<file path="src/rtl/i2c_watch_pkg.sv">
package i2c_watch_pkg;

    typedef struct packed {
        logic scl;
        logic sda;
    } bus_lines_t;

    typedef enum logic {
        SPEED_STD  = 1'b0,
        SPEED_FAST = 1'b1
    } speed_e;

    localparam bus_lines_t LINES_IDLE = '{scl: 1'b1, sda: 1'b1};
    localparam bus_lines_t DRIVE_NONE = '{scl: 1'b0, sda: 1'b0};

    function automatic int unsigned free_cnt_width(input int unsigned a, input int unsigned b);
        return $clog2(((a > b) ? a : b) + 1);
    endfunction

endpackage

</file>
<file path="src/rtl/i2c_line_sync.sv">
module i2c_line_sync
    import i2c_watch_pkg::*;
#(
    parameter int unsigned STAGES = 2
) (
    input  logic       clk,
    input  logic       rst,
    input  bus_lines_t raw,
    output bus_lines_t synced
);
    bus_lines_t stage_q [STAGES];

    generate
        for (genvar i = 0; i < STAGES; i++) begin : g_stage
            if (i == 0) begin : g_first
                always_ff @(posedge clk) begin
                    if (rst) stage_q[i] <= LINES_IDLE;
                    else     stage_q[i] <= raw;
                end
            end else begin : g_next
                always_ff @(posedge clk) begin
                    if (rst) stage_q[i] <= LINES_IDLE;
                    else     stage_q[i] <= stage_q[i-1];
                end
            end
        end
    endgenerate

    assign synced = stage_q[STAGES-1];
endmodule

</file>
<file path="src/rtl/i2c_cond_detect.sv">
module i2c_cond_detect
    import i2c_watch_pkg::*;
(
    input  logic       clk,
    input  logic       rst,
    input  bus_lines_t lines,
    output logic       start_o,
    output logic       rstart_o,
    output logic       stop_o,
    output logic       busy_o
);
    bus_lines_t prev_q;
    logic       busy_q;
    logic       clk_high;

    always_ff @(posedge clk) begin
        if (rst) prev_q <= LINES_IDLE;
        else     prev_q <= lines;
    end

    assign clk_high = prev_q.scl & lines.scl;
    assign start_o  = clk_high &  prev_q.sda & ~lines.sda;
    assign stop_o   = clk_high & ~prev_q.sda &  lines.sda;
    assign rstart_o = start_o & busy_q;

    always_ff @(posedge clk) begin
        if (rst)          busy_q <= 1'b0;
        else if (start_o) busy_q <= 1'b1;
        else if (stop_o)  busy_q <= 1'b0;
    end

    assign busy_o = busy_q;
endmodule

</file>
<file path="src/rtl/i2c_free_timer.sv">
module i2c_free_timer
    import i2c_watch_pkg::*;
#(
    parameter int unsigned STD_CYC  = 470,
    parameter int unsigned FAST_CYC = 130
) (
    input  logic       clk,
    input  logic       rst,
    input  bus_lines_t lines,
    input  speed_e     speed,
    input  logic       busy,
    output logic       free_o
);
    localparam int unsigned CW = free_cnt_width(STD_CYC, FAST_CYC);
    localparam logic [CW-1:0] STD_LIM  = CW'(STD_CYC);
    localparam logic [CW-1:0] FAST_LIM = CW'(FAST_CYC);
    localparam logic [CW-1:0] CNT_TOP  = (STD_LIM > FAST_LIM) ? STD_LIM : FAST_LIM;

    logic [CW-1:0] cnt_q;
    logic [CW-1:0] limit;

    assign limit = (speed == SPEED_FAST) ? FAST_LIM : STD_LIM;

    always_ff @(posedge clk) begin
        if (rst)                        cnt_q <= '0;
        else if (!(lines.scl && lines.sda)) cnt_q <= '0;
        else if (cnt_q != CNT_TOP)      cnt_q <= cnt_q + 1'b1;
    end

    assign free_o = (cnt_q >= limit) && !busy;
endmodule

</file>
<file path="src/rtl/i2c_arb_check.sv">
module i2c_arb_check
    import i2c_watch_pkg::*;
#(
    parameter int unsigned DELAY = 2
) (
    input  logic       clk,
    input  logic       rst,
    input  bus_lines_t lines,
    input  bus_lines_t drive_low,
    input  logic       active,
    output logic       lost_o
);
    bus_lines_t drv_q [DELAY];
    logic       raw_lost;
    logic       lost_q;

    generate
        for (genvar i = 0; i < DELAY; i++) begin : g_dly
            if (i == 0) begin : g_first
                always_ff @(posedge clk) begin
                    if (rst) drv_q[i] <= DRIVE_NONE;
                    else     drv_q[i] <= drive_low;
                end
            end else begin : g_next
                always_ff @(posedge clk) begin
                    if (rst) drv_q[i] <= DRIVE_NONE;
                    else     drv_q[i] <= drv_q[i-1];
                end
            end
        end
    endgenerate

    assign raw_lost = active &
                      ((~drv_q[DELAY-1].sda & ~lines.sda) |
                       (~drv_q[DELAY-1].scl & ~lines.scl));

    always_ff @(posedge clk) begin
        if (rst) lost_q <= 1'b0;
        else     lost_q <= raw_lost;
    end

    assign lost_o = raw_lost & ~lost_q;
endmodule

</file>
<file path="src/rtl/i2c_bus_watch.sv">
module i2c_bus_watch
    import i2c_watch_pkg::*;
#(
    parameter int unsigned SYNC_STAGES   = 2,
    parameter int unsigned FREE_CYC_STD  = 470,
    parameter int unsigned FREE_CYC_FAST = 130
) (
    input  logic clk,
    input  logic rst,
    input  logic scl_in,
    input  logic sda_in,
    input  logic scl_drive_low,
    input  logic sda_drive_low,
    input  logic master_active,
    input  logic fast_mode,
    output logic start_pulse,
    output logic rstart_pulse,
    output logic stop_pulse,
    output logic arb_lost_pulse,
    output logic bus_busy,
    output logic bus_free
);
    bus_lines_t raw_lines;
    bus_lines_t sync_lines;
    bus_lines_t local_drv;
    speed_e     speed_sel;

    assign raw_lines = '{scl: scl_in, sda: sda_in};
    assign local_drv = '{scl: scl_drive_low, sda: sda_drive_low};
    assign speed_sel = fast_mode ? SPEED_FAST : SPEED_STD;

    i2c_line_sync #(.STAGES(SYNC_STAGES)) u_sync (
        .clk    (clk),
        .rst    (rst),
        .raw    (raw_lines),
        .synced (sync_lines)
    );

    i2c_cond_detect u_cond (
        .clk      (clk),
        .rst      (rst),
        .lines    (sync_lines),
        .start_o  (start_pulse),
        .rstart_o (rstart_pulse),
        .stop_o   (stop_pulse),
        .busy_o   (bus_busy)
    );

    i2c_free_timer #(.STD_CYC(FREE_CYC_STD), .FAST_CYC(FREE_CYC_FAST)) u_free (
        .clk    (clk),
        .rst    (rst),
        .lines  (sync_lines),
        .speed  (speed_sel),
        .busy   (bus_busy),
        .free_o (bus_free)
    );

    i2c_arb_check #(.DELAY(SYNC_STAGES)) u_arb (
        .clk       (clk),
        .rst       (rst),
        .lines     (sync_lines),
        .drive_low (local_drv),
        .active    (master_active),
        .lost_o    (arb_lost_pulse)
    );
endmodule

</file>
<file path="config.mk">
export PLATFORM = sky130hd
export DESIGN_NAME = i2c_bus_watch
export DESIGN_NICKNAME = d
export VERILOG_FILES = /design/src/rtl/i2c_watch_pkg.sv /design/src/rtl/i2c_line_sync.sv /design/src/rtl/i2c_cond_detect.sv /design/src/rtl/i2c_free_timer.sv /design/src/rtl/i2c_arb_check.sv /design/src/rtl/i2c_bus_watch.sv
export SDC_FILE = /design/constraint.sdc
export NUM_CORES = 1
export LEC_CHECK = 0
export BUFFER_PORTS_ARGS = -buffer_cell sky130_fd_sc_hd__clkbuf_2
export CAP_MARGIN = 10
export CORE_MARGIN = 1.5
export CORE_UTILIZATION = 50
export DETAILED_ROUTE_END_ITERATION = 7
export PLACE_DENSITY = 0.73
export SYNTH_ARGS = -nofsm -noshare
export SYNTH_HDL_FRONTEND = slang
export SYNTH_SLANG_ARGS = --single-unit
</file>
<file path="constraint.sdc">
create_clock -name clk -period 2.7 [get_ports clk]
set_input_delay 0.405 -clock clk [delete_from_list [all_inputs] [get_ports clk]]
set_output_delay 0.405 -clock clk [all_outputs]
set_load 0.03 [all_outputs]
</file>
=== Word-level counts from Yosys, hierarchy flattened ===
Memories as Yosys holds them, arrays and structs flattened.
Index checks and enable logic that the tools add are counted.

* Register bits: 13
* Bits in writable memories: 8
* Input port bits: 8
* Output and inout port bits: 6
* Memories kept: 2

* Add/subtract/negate cells: 1
* Order comparisons: 1
* Eq/ne operators: 1
* Multiplexer cells: 11
* Bitwise operators: 22
* Reductions and logical operators: 5

{| class="wikitable"
|+ Memory list
! name !! depth !! bits a word !! read ports !! clocked after memory_dff !! wr ports !! line !! RTL
|-
| u_arb.drv_q || 2 || 2 || 2 || 0 || 2 || i2c_arb_check.sv:13 || <nowiki>bus_lines_t drv_q [DELAY];</nowiki>
|-
| u_sync.stage_q || 2 || 2 || 2 || 0 || 2 || i2c_line_sync.sv:11 || <nowiki>bus_lines_t stage_q [STAGES];</nowiki>
|}

{| class="wikitable"
|+ Operator list
! cell !! count
|-
| bitwise AND 1 bit || 10
|-
| adder 9 x 1 -> 9 bit (second input constant) || 1
|-
| >= comparator 9 bit || 1
|-
| two-way mux 9 bit || 1
|-
| != test 9 bit (second input constant) || 1
|-
| two-way mux 2 bit || 4
|-
| NOT 1 bit || 7
|-
| two-way mux 1 bit || 6
|-
| bitwise OR 1 bit || 5
|-
| logical AND 1 bit || 2
|-
| nonzero test 2 bit || 1
|-
| OR reduction 2 bit || 1
|-
| logical NOT 1 bit || 1
|}

=== Longest topological paths before layout ===
Gate-level depths: netlist (run 1).

* Depth after elaboration: 5
* Mapped depth: 5
* Depth with buffers taken out: 5

=== Modules after synthesis ===
From an unflattened synthesis (run 1), not the netlist that was laid out.

* Cell total of the unflattened synthesis: 91
* Area total of the unflattened synthesis: 930.9 µm²

{| class="wikitable"
|+ Modules (own cells, without submodules)
! module !! times used !! cells each !! area each (µm²) !! sequential area each (µm²)
|-
| i2c_free_timer || 1 || 59 || 544.3 || 180.2
|-
| i2c_arb_check || 1 || 12 || 148.9 || 100.1
|-
| i2c_cond_detect || 1 || 12 || 132.6 || 60.1
|-
| i2c_line_sync || 1 || 8 || 105.1 || 80.1
|}

=== Worst setup path before layout (run 1) ===
Ideal clock, no wire load.

* Kind: register to output
* Start point: memory u_sync.stage_q[1][1] (netlist name)
* End point: output port rstart_pulse
* Arrival time: 1.675 ns
* Required time: 2.295 ns
* Path slack: 0.620 ns
* Cell stages (with the launch flop): 4
* Cell sequence: dfxtp_1 -> nand2_1 -> nor3b_1 -> and2_1

{| class="wikitable"
|+ RTL lines
! item !! line !! RTL
|-
| start: declaration || i2c_line_sync.sv:11 ||
|-
| end: declaration || i2c_bus_watch.sv:17 || <nowiki>output logic rstart_pulse,</nowiki>
|}

=== Worst setup path in the final report (run 1) ===
* Start point: register u_free.cnt_q[2]
* End point: output port bus_free

* Cells in the longest elaborated chain, start to end: 2

{| class="wikitable"
|+ Ends and longest elaborated chain
! item !! line !! RTL
|-
| start: declaration || i2c_free_timer.sv:19 || <nowiki>logic [CW-1:0] cnt_q;</nowiki>
|-
| start signal: assignment || i2c_free_timer.sv:27 || <nowiki>else if (cnt_q != CNT_TOP) cnt_q <= cnt_q + 1'b1;</nowiki>
|-
| >= comparator 9 bit || i2c_free_timer.sv:30 || <nowiki>assign free_o = (cnt_q >= limit) && !busy;</nowiki>
|-
| logical AND 1 bit || i2c_free_timer.sv:30 ||
|-
| end: declaration || i2c_bus_watch.sv:21 || <nowiki>output logic bus_free</nowiki>
|}

Every way passes these cells.

==> run metrics, run 1 <==
status completed; Crit path arrival time slightly below 2 ns; Switch Pwr 128 uW; unrepaired setup endpoints after global routing no; max_slew headroom 77.5%; GPL Wtd Cong 0.780; Die W 46.3 um; gr ovfl total 0; HPWL Detailed roughly 1.2 mm; Slew Viols, Final 0; leak pwr between 0.0004 and 0.0005 uW; number of max-cap violations 0; Cells after Synth 98; area of the core 1750 sq um; worst skew pair latency 0.30 ns; layout cell share with drive strength beyond 1 26.8%; most frequent cells in the layout dfxtp_1, clkbuf_2, a21oi_1; Hold Buf Count CTS 0; Antenna Diode Count 0; H-tree lvl count 1; pre-CTS WS around 0.58 ns; Net count, final 127; vias in the first global route 656; setup ws final 0.310 ns; Synth cell types 38; worst min path class in2reg; Internal around 400 uW; Mapped Nets 112; Post-synth EDFFs 0; final hold vios 0; worst path required time 2.30 ns; wire length per cell 12.0 um; synthesized area per cell 9.56 sq um; clock slew at reported path FFs about 0.12 ns; DR iter-0 viols 2; top post-synthesis cells by area dfxtp_1, ha_1, or2_2, a21oi_1, nor2b_1; sum of negative setup slack 0 ns; Fmax 418 MHz; Root Buffer clkbuf_4; async set-reset flop share out of synthesis 0%; Most used DFF post-synth dfxtp_1; clk_skew 0.00360 ns; CTS sink count 21; CTS max path bufs 2; P per Cell Area 501 nW/um^2; Synth area leader dfxtp_1; Vias about 730; Clock power frac 28.7%; DIE AREA approximately 2100 sq um; Sequential Power Share a little over three fifths; Layout area overhead 11.7%; I/O Pins 14; Initial Util roughly 54%; most common cell after layout, fill and taps aside dfxtp_1; Buffers on Ports 13; Final setup viols 0; total track usage 18.9%; Seq/Total Area, Yosys 44.9%; Slew @ Worst Pin 0.336 ns; Total Wirelength 1.65 mm; Comb pwr share 8.5%; largest net degree at the start of global routing 15; post-synthesis sequential element count 21; CP Launch Type register; Yosys warnings 0; Max VDD drop 290 uV; vias per inst around 5.4; Tcrit/Tclk final 88.5%; number of buffers created by CTS 3; CP endpoint kind output pin; Synth Cell Area 937 sq um; first-pass GRT wire length 2.84 mm; post-CTS sizing 0; top-area cell type share of the netlist area 44.9%; crit-path max FO 8; DIE HEIGHT 46.3 um; CTS tree built; Switching Fraction 24.5%; DR pass1 iterations 4; Final min period 2.39 ns; drt drc 0; Crit Path Class reg2out; Routed Antenna Nets 0; Post-CTS Setup Bufs 0; row count 15; initial antenna violation count 0
logic make-up after synthesis:
family                     synth area share (%)
xor gates and xnor gates                  0.935
DFF                                        44.9
and+or+nand+nor                            28.2
buffers and inverters                      2.27
adders and majority gates                  8.01
AOI/OAI and AO/OA                          15.8
cell usage after synthesis (2+ instances only):
| cell | count |
|---|---|
| a21oi_1 | 7 |
| a211o_1 | 2 |
| inv_1 | 2 |
| ha_1 | 6 |
| nand2_1 | 5 |
| nand3b_1 | 2 |
| o21ai_0 | 4 |
| or3_2 | 2 |
| a21o_1 | 2 |
| o22ai_1 | 2 |
| nor3_1 | 2 |
| nand3_1 | 4 |
| nor2b_1 | 4 |
| dfxtp_1 | 21 |
| or2_2 | 6 |
| nor2_1 | 4 |
| nand4_1 | 2 |
sequential cells by signal, summed over array words and instances, names as in the netlist:
register        cells
u_sync.stage_q      4
u_arb.lost_q        1
u_cond.busy_o       1
u_cond.prev_q       2
u_free.cnt_q        9
u_arb.drv_q         4
worst max-delay path, cell delays in order (launching register included):
cell,delay [ns]
dfxtp_1,0.50
ha_1,0.30
a211o_1,0.29
a211oi_1,0.27
o22ai_1,0.13
clkbuf_2,0.19
worst paths after layout:
kind / from / end / slack [ns] / cells after the start
worst min-delay path: scl_in / u_sync.stage_q[0][1] / 0.27 / 2
worst max register to register: u_free.cnt_q[1] / u_free.cnt_q[6] / 1.18 / 4
worst min register to register: u_sync.stage_q[0][0] / u_sync.stage_q[1][0] / 0.42 / 1
worst max-delay path: u_free.cnt_q[2] / bus_free / 0.31 / 5
stage by stage:
stage | std cells | power [uW] | hold slack, ns | util [%] | cell area (sq um)
final | 137 | 525 | 0.273 | 60.0 | 1050
after global routing | 137 | 552 | 0.257 | 60.0 | 1050
after CTS | 137 | 533 | 0.264 | 60.0 | 1050
after detailed placement | 133 | 382 | 0.397 | 58.4 | 1020
after global placement | 133 | 379 | 0.391 | 58.4 | 1020
after floorplan | 98 | 366 | 0.389 | - | 937
power by group through the flow:
stage	Clock (uW)	Combinational, uW	Sequential, uW
final	151	44.8	329
after global routing	169	51.1	331
after CTS	158	45.4	330
after detailed placement	0	45.2	337
after global placement	0	42.9	336
after floorplan	0	30.5	336
cell type report:
type	instances	area, sq um
Inverter	2	7.51
Clock inverter	1	5.00
Clock buffer	3	22.5
Timing Repair Buffer	13	65.1
Multi-Input combinational cell	72	495
Tap cell	25	31.3
Fill cell	176	698
Sequential cell	21	420
layer usage:
metal | up-vias | track usage (%) | part of all wire [%]
met4 | 0 | 8.57 | 0.79
met3 | 2 | 4.71 | 2.7
li1 | 385 | - | -
met1 | 336 | 24.1 | 47
met5 | - | 0 | 0
met2 | 11 | 30.0 | 49
Note: power is estimated with default switching activity, not from simulation.
==> run 2, diff against run 1 <==
--- a/config.mk
+++ b/config.mk
@@ -11,6 +11,7 @@
 export CORE_UTILIZATION = 50
 export DETAILED_ROUTE_END_ITERATION = 7
 export PLACE_DENSITY = 0.73
+export RECOVER_POWER = 50
 export SYNTH_ARGS = -nofsm -noshare
 export SYNTH_HDL_FRONTEND = slang
 export SYNTH_SLANG_ARGS = --single-unit
==> run 2 against run 1 <==
Effect of this change:
- core utilization fell by 0.072 points
- highest routed layer unchanged
- largest power group unchanged
- critical endpoint unchanged
- clock skew decreased by 0.00057 ns
- clock power hardly changed
- setup slack about the same
==> run metrics, run 2 (synthesis results as in run 1) <==
status completed; number of buffers created by CTS 3; wire length per cell 12.1 um; most frequent cells in the layout dfxtp_1, clkbuf_2, a21oi_1; DIE HEIGHT roughly 46 um; critical path's largest stage delay 0.50 ns; hold path endpoint u_sync.stage_q[0][0]; WHS Path Cells 2; total track usage 18.9%; first-pass GRT wire length approximately 2.8 mm; reg-to-reg setup timing slack 1.18 ns; final hold vios 0; Largest register FFs 9; vias in the first global route 656; Critical R2R Launch u_free.cnt_q[1]; Total Wirelength between 1.5 and 2 mm; CP Buf/Inv Count 1; Max VDD drop slightly below 300 uV; largest net degree at the start of global routing 15; Crit Path Class reg2out; CTS tree built; CP Launch Type register; unrepaired setup endpoints after global routing no; initial antenna violation count 0; DIE AREA 2140 sq um; H-tree lvl count 1; Buffers on Ports 13; Post-DP Area around 1000 sq um; worst skew pair latency 0.31 ns; Final setup viols 0; clk_skew roughly 0.003 ns; Slew Viols, Final 0; crit-path max FO 8; Die W 46.3 um; CP endpoint kind output pin; Tcrit/Tclk final between 80% and 90%; Antenna Diode Count 0; Initial Util 53.7%; worst min path class in2reg; Total Power between 500 and 600 uW; Worst Hold Launch sda_in; row count 15; wire length on met2 805 um; DR iter-0 viols 2; CTS max path bufs 2; layout cell share with drive strength beyond 1 25.9%; Crit path arrival time 1.99 ns; most common cell after layout, fill and taps aside dfxtp_1; Final Cell Area 1050 sq um; Slew @ Worst Pin between 0.4 and 0.5 ns; post-CTS sizing 0; max_slew headroom between 60 and 70%; leak pwr 0.000442 uW; RR Endpoint u_free.cnt_q[6]; Hold Buf Count CTS 0; biggest regs u_free.cnt_q (9), u_arb.drv_q (4), u_sync.stage_q (4); Fmax 418 MHz; FF-to-FF path depth 4; Post-CTS Setup Bufs 0; Top reg by flops u_free.cnt_q; HPWL Detailed 1.23 mm; sum of negative setup slack 0 ns; Root Buffer clkbuf_4; Layout area overhead 11.6%; P per Cell Area 502 nW/um^2; Vias 736; worst path required time 2.30 ns; DR pass1 iterations 4; uppermost routed layer met4; critical path's slowest cell dfxtp_1; metal3 WL 49 um; Final min period 2.39 ns; vias per inst around 5.4; GPL Wtd Cong 0.780; drt drc 0; hold_ws 0.270 ns; gr ovfl total 0; clock slew at reported path FFs approximately 0.12 ns; Net count, final 127; worst-path cell chain ha_1 > a211o_1 > a211oi_1 > o22ai_1 > clkbuf_2; number of max-cap violations 0; Routed Antenna Nets 0; area of the core about 1700 sq um; met1 WL 784 um; CTS sink count 21; Crit path max-delay family compound AO/OA/AOI/OAI gates; I/O Pins 14
## run 2: where the power goes
part	leakage, uW	switching (uW)	total, uW	internal (uW)
registers	0.000172	8.93	329	320
logic	0.000252	23.9	44.6	20.6
clock network	0.0000177	96.2	152	55.3
## run 2: stage by stage
step           std cells  setup slack (ns)  util (%)
3_3_place_gp         133             0.645      58.4
3_5_place_dp         133             0.576      58.4
2_1_floorplan         98             0.620         -
6_report             137             0.310      59.9
5_1_grt              137             0.159      59.9
4_1_cts              137             0.308      60.0
## run 2: area by class of cell
class	instances	area, sq um
clock buffers	3	22.5
well taps	25	31.3
inverters	2	7.51
clock inverters	1	5.00
flip-flops and latches	21	420
fillers	176	699
repair buffers	13	63.8
multi-input cells	72	495
## run 2: worst max-delay path by stage
stage | from | endpoint | cells after the start | slack, ns
2_1_floorplan | u_sync.stage_q[1][1] | rstart_pulse | 3 | 0.62
3_3_place_gp | fast_mode | bus_free | 6 | 0.64
3_5_place_dp | fast_mode | bus_free | 6 | 0.58
4_1_cts | u_free.cnt_q[2] | bus_free | 5 | 0.31
5_1_grt | u_free.cnt_q[2] | bus_free | 5 | 0.16
6_report | u_free.cnt_q[2] | bus_free | 5 | 0.31
## run 2: metal layers
metal / GRT usage, % / up-vias
met3: 4.71 / 2
met1: 24.1 / 337
met2: 30.0 / 13
met4: 8.57 / 0
li1: - / 384
met5: 0 / -
## run 2: worst reg2reg max path, stage by stage, from the launching register on
cell,delay (ns)
dfxtp_1,0.47
ha_1,0.26
nand3_1,0.13
or3_2,0.43
a21oi_1,0.15
